**src/rtl/nibble_store_pkg.sv**
```systemverilog
package nibble_store_pkg;

  // Chip-level behaviour chosen by the select, mute and direction pins
  typedef enum logic [2:0] {
    MODE_DESEL    = 3'd0,
    MODE_MUTE_RD  = 3'd1,
    MODE_MUTE_WR  = 3'd2,
    MODE_READ     = 3'd3,
    MODE_WRITE_FT = 3'd4
  } ns_mode_e;

  function automatic logic mode_writes(ns_mode_e m);
    return (m == MODE_MUTE_WR) || (m == MODE_WRITE_FT);
  endfunction

  function automatic logic mode_drives(ns_mode_e m);
    return (m == MODE_READ) || (m == MODE_WRITE_FT);
  endfunction

endpackage

```
**src/rtl/nibble_store_decode.sv**
```systemverilog
module nibble_store_decode
  import nibble_store_pkg::*;
(
  input  logic     cs_n,
  input  logic     cs,
  input  logic     out_mute,
  input  logic     read_sel,
  output ns_mode_e mode
);

  logic selected;
  assign selected = ~cs_n & cs;

  always_comb begin
    if (!selected)          mode = MODE_DESEL;
    else if (out_mute)      mode = read_sel ? MODE_MUTE_RD : MODE_MUTE_WR;
    else                    mode = read_sel ? MODE_READ    : MODE_WRITE_FT;
  end

endmodule

```
**src/rtl/nibble_store_array.sv**
```systemverilog
module nibble_store_array #(
  parameter int ADDR_W = 8,
  parameter int DATA_W = 4
) (
  input  logic              clk,
  input  logic              wr_en,
  input  logic [ADDR_W-1:0] addr,
  input  logic [DATA_W-1:0] wr_data,
  output logic [DATA_W-1:0] rd_data
);

  localparam int DEPTH = 1 << ADDR_W;

  logic [DATA_W-1:0] cells [DEPTH];

  // Contents are intentionally not reset
  always_ff @(posedge clk) begin
    if (wr_en) cells[addr] <= wr_data;
  end

  assign rd_data = cells[addr];

endmodule

```
**src/rtl/nibble_store_outsel.sv**
```systemverilog
module nibble_store_outsel
  import nibble_store_pkg::*;
#(
  parameter int DATA_W = 4
) (
  input  ns_mode_e          mode,
  input  logic [DATA_W-1:0] rd_data,
  input  logic [DATA_W-1:0] wr_data,
  output logic [DATA_W-1:0] dout,
  output logic              dout_en
);

  always_comb begin
    dout_en = mode_drives(mode);
    unique case (mode)
      MODE_READ:     dout = rd_data;
      MODE_WRITE_FT: dout = wr_data;
      default:       dout = '0;
    endcase
  end

endmodule

```
**src/rtl/nibble_store.sv**
```systemverilog
module nibble_store
  import nibble_store_pkg::*;
#(
  parameter int ADDR_W = 8,
  parameter int DATA_W = 4
) (
  input  logic              clk,
  input  logic              rst_n,
  input  logic              cs_n,
  input  logic              cs,
  input  logic              out_mute,
  input  logic              read_sel,
  input  logic [ADDR_W-1:0] addr,
  input  logic [DATA_W-1:0] din,
  output logic [DATA_W-1:0] dout,
  output logic              dout_en
);

  ns_mode_e          mode;
  logic              commit;
  logic [DATA_W-1:0] rd_data;

  nibble_store_decode u_decode (
    .cs_n     (cs_n),
    .cs       (cs),
    .out_mute (out_mute),
    .read_sel (read_sel),
    .mode     (mode)
  );

  assign commit = rst_n & mode_writes(mode);

  nibble_store_array #(.ADDR_W(ADDR_W), .DATA_W(DATA_W)) u_array (
    .clk     (clk),
    .wr_en   (commit),
    .addr    (addr),
    .wr_data (din),
    .rd_data (rd_data)
  );

  nibble_store_outsel #(.DATA_W(DATA_W)) u_outsel (
    .mode    (mode),
    .rd_data (rd_data),
    .wr_data (din),
    .dout    (dout),
    .dout_en (dout_en)
  );

endmodule

```
**config.mk**
```make
export PLATFORM = sky130hd
export DESIGN_NAME = nibble_store
export DESIGN_NICKNAME = d
export VERILOG_FILES = /design/src/rtl/nibble_store_pkg.sv /design/src/rtl/nibble_store_decode.sv /design/src/rtl/nibble_store_array.sv /design/src/rtl/nibble_store_outsel.sv /design/src/rtl/nibble_store.sv
export SDC_FILE = /design/constraint.sdc
export NUM_CORES = 1
export LEC_CHECK = 0
export ABC_AREA = 0
export BUFFER_PORTS_ARGS = -buffer_cell sky130_fd_sc_hd__buf_4
export CORE_MARGIN = 5
export CORE_UTILIZATION = 57
export DETAILED_ROUTE_END_ITERATION = 10
export GPL_TIMING_DRIVEN = 0
export HOLD_SLACK_MARGIN = 0.03
export PLACE_DENSITY_LB_ADDON = 0.1
export SETUP_SLACK_MARGIN = 0.2
export SLEW_MARGIN = 20
export SYNTH_ARGS = -nofsm -noshare
export SYNTH_HDL_FRONTEND = slang
export SYNTH_HIERARCHICAL = 1
export SYNTH_SLANG_ARGS = --single-unit
```
**constraint.sdc**
```tcl
create_clock -name clk -period 3.4 [get_ports clk]
set_clock_uncertainty 0.1 [all_clocks]
set_input_delay 0.68 -clock clk [delete_from_list [all_inputs] [get_ports clk]]
set_output_delay 0.68 -clock clk [all_outputs]
set_load 0.05 [all_outputs]
```
Yosys cells after proc, flatten, opt, wreduce, memory -nomap -nowiden
Memories as Yosys holds them, arrays and structs flattened.
Index checks and enable logic that the tools add are counted.
- flip-flop bits (word level): 0
- bits in writable memories: 1024
- input bits: 18
- output and inout port bits: 5
- word-level logic and storage cells: 16
- memories: 1
- eq/ne operators: 3
- muxes and demuxes: 7
- bitwise operators: 3
- reduce and logical (&&, ||, !) cells: 2
- memories (name ; words ; bits a word ; read ports ; clocked after Yosys merged registers in ; write ports ; line ; RTL):
    u_array.cells ; 256 ; 4 ; 1 ; 0 ; 1 ; nibble_store_array.sv:14 ; logic [DATA_W-1:0] cells [DEPTH];
- operators with widths (kind ; number):
    two-way mux 3 bit ; 3
    one-hot mux 4 bit (2 select lines) ; 1
    equality test 3 x 2 -> 1 bit (second input constant) ; 2
    equality test 3 bit (second input constant) ; 1
    bitwise AND 1 bit ; 2
    logical OR 1 bit ; 2
    two-way mux 1 bit ; 2
    two-way mux 2 bit ; 1
    NOT 1 bit ; 1

Depth between registers and ports, before layout
- depth in word-level cells: 8
- mapped depth: 10
- mapped depth without buffers: 9

Cells and area by module
Netlist, hierarchy kept.
- by module, submodules not included (module ; times used ; cells an instance ; area each (um^2) ; seq. area each (um^2)):
    nibble_store_array ; 1 ; 1956 ; 39922.0 ; 30749.5
    nibble_store_outsel ; 1 ; 7 ; 72.6 ; 0.0
    nibble_store_decode ; 1 ; 6 ; 46.3 ; 0.0
    nibble_store ; 1 ; 2 ; 21.3 ; 0.0

Least setup slack after synthesis
Ideal clock, no wire load.
- kind: input to output
- start: in addr[1]
- end: out dout[0]
- arrival time: 2993 ps
- required time: 2620 ps
- slack: -373 ps
- stages: 9
- path buffers: 3
- cell sequence: buf_2 clkbuf_1 buf_1 mux4_2 a22oi_1 a21oi_1 o41ai_1 nand4_1 a22o_1
- longest elaborated chain between the ends: 2
- RTL lines (element ; line ; RTL):
    from (decl) ; nibble_store.sv:13 ; input logic [ADDR_W-1:0] addr,
    memory read (256 x 4 bit) ; - ;
    net rd_data[0] ; nibble_store.sv:21 ; logic [DATA_W-1:0] rd_data;
    one-hot mux 4 bit (2 select lines) ; nibble_store_outsel.sv:15 ; unique case (mode)
    to (decl) ; nibble_store.sv:15 ; output logic [DATA_W-1:0] dout,
The timed path passes the listed nets, and every way through them passes these cells.

Final worst setup path
- start: in addr[0]
- end: out dout[3]
Same word-level chain as after synthesis.

==> flow_metrics.py <==
metrics = {
    "outcome": {
        "status": "finished with violations",
        "violations": "setup timing",
    },
    "power": {
        "peakVddDrop_uv": 459,
        "p_per_area_nw_per_um2": 573,
        "p_leak_nw": 14.1,
        "power_mw": 26.5,
    },
    "cts": {
        "cts_buffers": 102,
        "ctsHtreeMaxLevel": 3,
        "root_buffer": "clkbuf_16",
        "hold_buffers": 0,
        "clk_path_buf_depth": 3,
        "cts_tree": "built",
        "clk_pin_slew_ns": 0.06,
        "clock-sinks": 1024,
    },
    "logic_synthesis": {
        "yosys_most_used_dff": "edfxtp_1",
        "synth.yosys.seq_area_share": 0.768,
        "syn_area_um2": 40100,
        "synth_edf_count": 1024,
        "yosys_warnings": 6,
        "synth_top_area_cell": "edfxtp_1",
        "avgSynthCellArea_um2": 20.3,
        "synth_top_area_frac": 0.768,
        "synth_area_leaders": "edfxtp_1, mux4_2, a22oi_1",
        "syn_inst": 1971,
        "async_flop_share": 0,
        "syn-num-nets": 1990,
        "synth.distinct_cells": 31,
        "synth.ff_latch_count": 1024,
    },
    "timing": {
        "timing.setup.tns_ns": -2.99,
        "period_needed_ns": 4.26,
        "period_share": 1.25,
        "worst_pin_slew_ns": 0.863,
        "maxSlewHeadroom": 0.425,
        "rsz0062_at_grt": "yes",
        "setup_viol_count_final": 4,
        "fmaxAchievable_mhz": 235,
        "hold_viol": 0,
        "finalMaxSlewViolations": 0,
        "fin_ws_ns": -0.860,
    },
    "critical_path": {
        "start_kind": "input port",
        "cp_slowest_stage_delay_ns": 0.55,
        "worst_path_max_delay_cell": "mux4_2",
        "critPathKind": "input port to output port",
        "endpoint_kind": "output port",
        "cp.buffers_inverters": 4,
        "arrival_ns": 3.48,
        "critPathTopFamily": "compound AO/OA/AOI/OAI gates",
        "crit_required_ns": 2.62,
        "path_cells": "buf_16, buf_12, buf_8, mux4_2, a22oi_2, a21oi_1, o41ai_1, nand4_1, a22o_4, buf_4",
        "path_max_fanout": 10,
    },
    "route": {
        "drtAntennaViolNets": 0,
        "drt_pre_antenna_iters": 6,
        "drt-total-wl_um": 99700,
        "num_vias": 20600,
        "viasPerCell": 6.58,
        "wire_per_inst_um": 31.8,
        "drc": 0,
        "drt_iter0_markers": 2507,
    },
    "final_layout": {
        "largest_reg_flops": 1024,
        "drive_above_1_share": 0.327,
        "diodes": 0,
        "top_regs": "u_array/cells x1024",
        "fin_nets": 2130,
        "largest_register": "u_array/cells",
        "final_common_cell": "edfxtp_1",
        "synthToLayoutAreaGrowth_pct": 15.5,
        "layout_common_cells": "edfxtp_1, mux4_2, nor2_1",
    },
    "grt": {
        "grt_pass1_vias": 21000,
        "grt_pass1_wl_um": 144000,
        "grt_usage": 0.267,
        "grt_max_degree": 138,
        "antenna_found_initial": 0,
        "grt-ovfl-total": 0,
    },
    "worst_hold_path": {
        "whs_endpoint": "u_array/cells[68][2]$_DFFE_PP_",
        "min-delay-start": "din[2]",
        "hold_class": "input port to flip-flop",
        "whs_path_depth": 1,
    },
    "die": {
        "rows": 97,
        "die_h_um": 275,
        "die-area_um2": 75700,
        "fp.coreArea_um2": 69900,
        "initial_core_util": 0.573,
        "die_w_um": 275,
        "io_pins": 23,
    },
    "flow_run": {
        "cap_violations": 0,
    },
    "place": {
        "gp_routability_congestion": 0.881,
        "dpl.hpwl_um": 66000,
        "port_buffers": 20,
    },
}
per-stage QoR:
| stage | area [um^2] | setup slack, ns | hold slack (ns) | instances | utilization |
|---|---|---|---|---|---|
| floorplan | 40300 | -0.0723 | 0.679 | 1971 | - |
| global placement | 41600 | -1.46 | 1.37 | 2931 | 0.596 |
| detailed placement | 41900 | -1.53 | 0.969 | 2937 | 0.599 |
| CTS | 46000 | -0.769 | 0.265 | 3136 | 0.658 |
| global route | 46300 | -0.848 | 0.292 | 3136 | 0.662 |
| finish | 46300 | -0.860 | 0.299 | 3136 | 0.662 |
cells by family (layout without fill, tap and decap cells):
logic type	Yosys count	count (layout)	synth area share
flops	1024	1024	0.768
simple gates	341	341	0.0364
mux	256	256	0.144
compound gates	208	208	0.0355
buf+inv	140	365	0.0162
fa+ha+maj	1	1	0.000312
xor+xnor	1	1	0.000219
metal layers:
metal,GRT usage,part of all wire,wire length [um]
met1,0.379,0.39,39000
met3,0.0506,0.090,8980
met5,0,0,0
met4,0.0870,0.034,3400
met2,0.430,0.48,48300
cells in the mapped netlist (all sizes together), types with 4 or more instances:
library cell and number:
mux4 256, a22oi 128, or4 4, nor2b 7, clkbuf 88, a21oi 64
buf 49, edfxtp 1024, o41ai 12, nand2 32, nand2b 6, nand3 13
nor2 232, nand4 4, nor3 30, a22o 4, and3b 4
power breakdown:
part	total, mW	leakage, nW	switching [mW]	internal [mW]
logic	1.37	3.23	0.851	0.518
clock network	11.2	1.65	4.62	6.61
registers	13.9	9.20	0.00146	13.9
layout make-up:
| type | count | area, um^2 |
|---|---|---|
| multi-input combinational | 807 | 9310 |
| inverter | 3 | 11.3 |
| clock inverter | 69 | 677 |
| timing repair buffer | 36 | 484 |
| tap | 940 | 1180 |
| fill | 4632 | 23700 |
| buffer | 137 | 1170 |
| sequential | 1024 | 30700 |
| clock buffer | 120 | 2680 |
repair_timing:
item,CTS,global route
cloned,1,0
setup buffers,9,0
setup endpoints to repair,732,406
pin swaps,19,11
endpoints found under the hold margin,0,0
resized for setup,194,98
worst max-delay path by stage:
stage / start / to / cells after the start
floorplan: addr[0] / dout[1] / 9
global placement: addr[2] / dout[3] / 11
detailed placement: addr[2] / dout[3] / 11
CTS: addr[1] / dout[3] / 10
global route: u_array/cells[187][0]$_DFFE_PP_ / dout[0] / 8
finish: addr[0] / dout[3] / 10
Power figures use the tool's default switching activity.
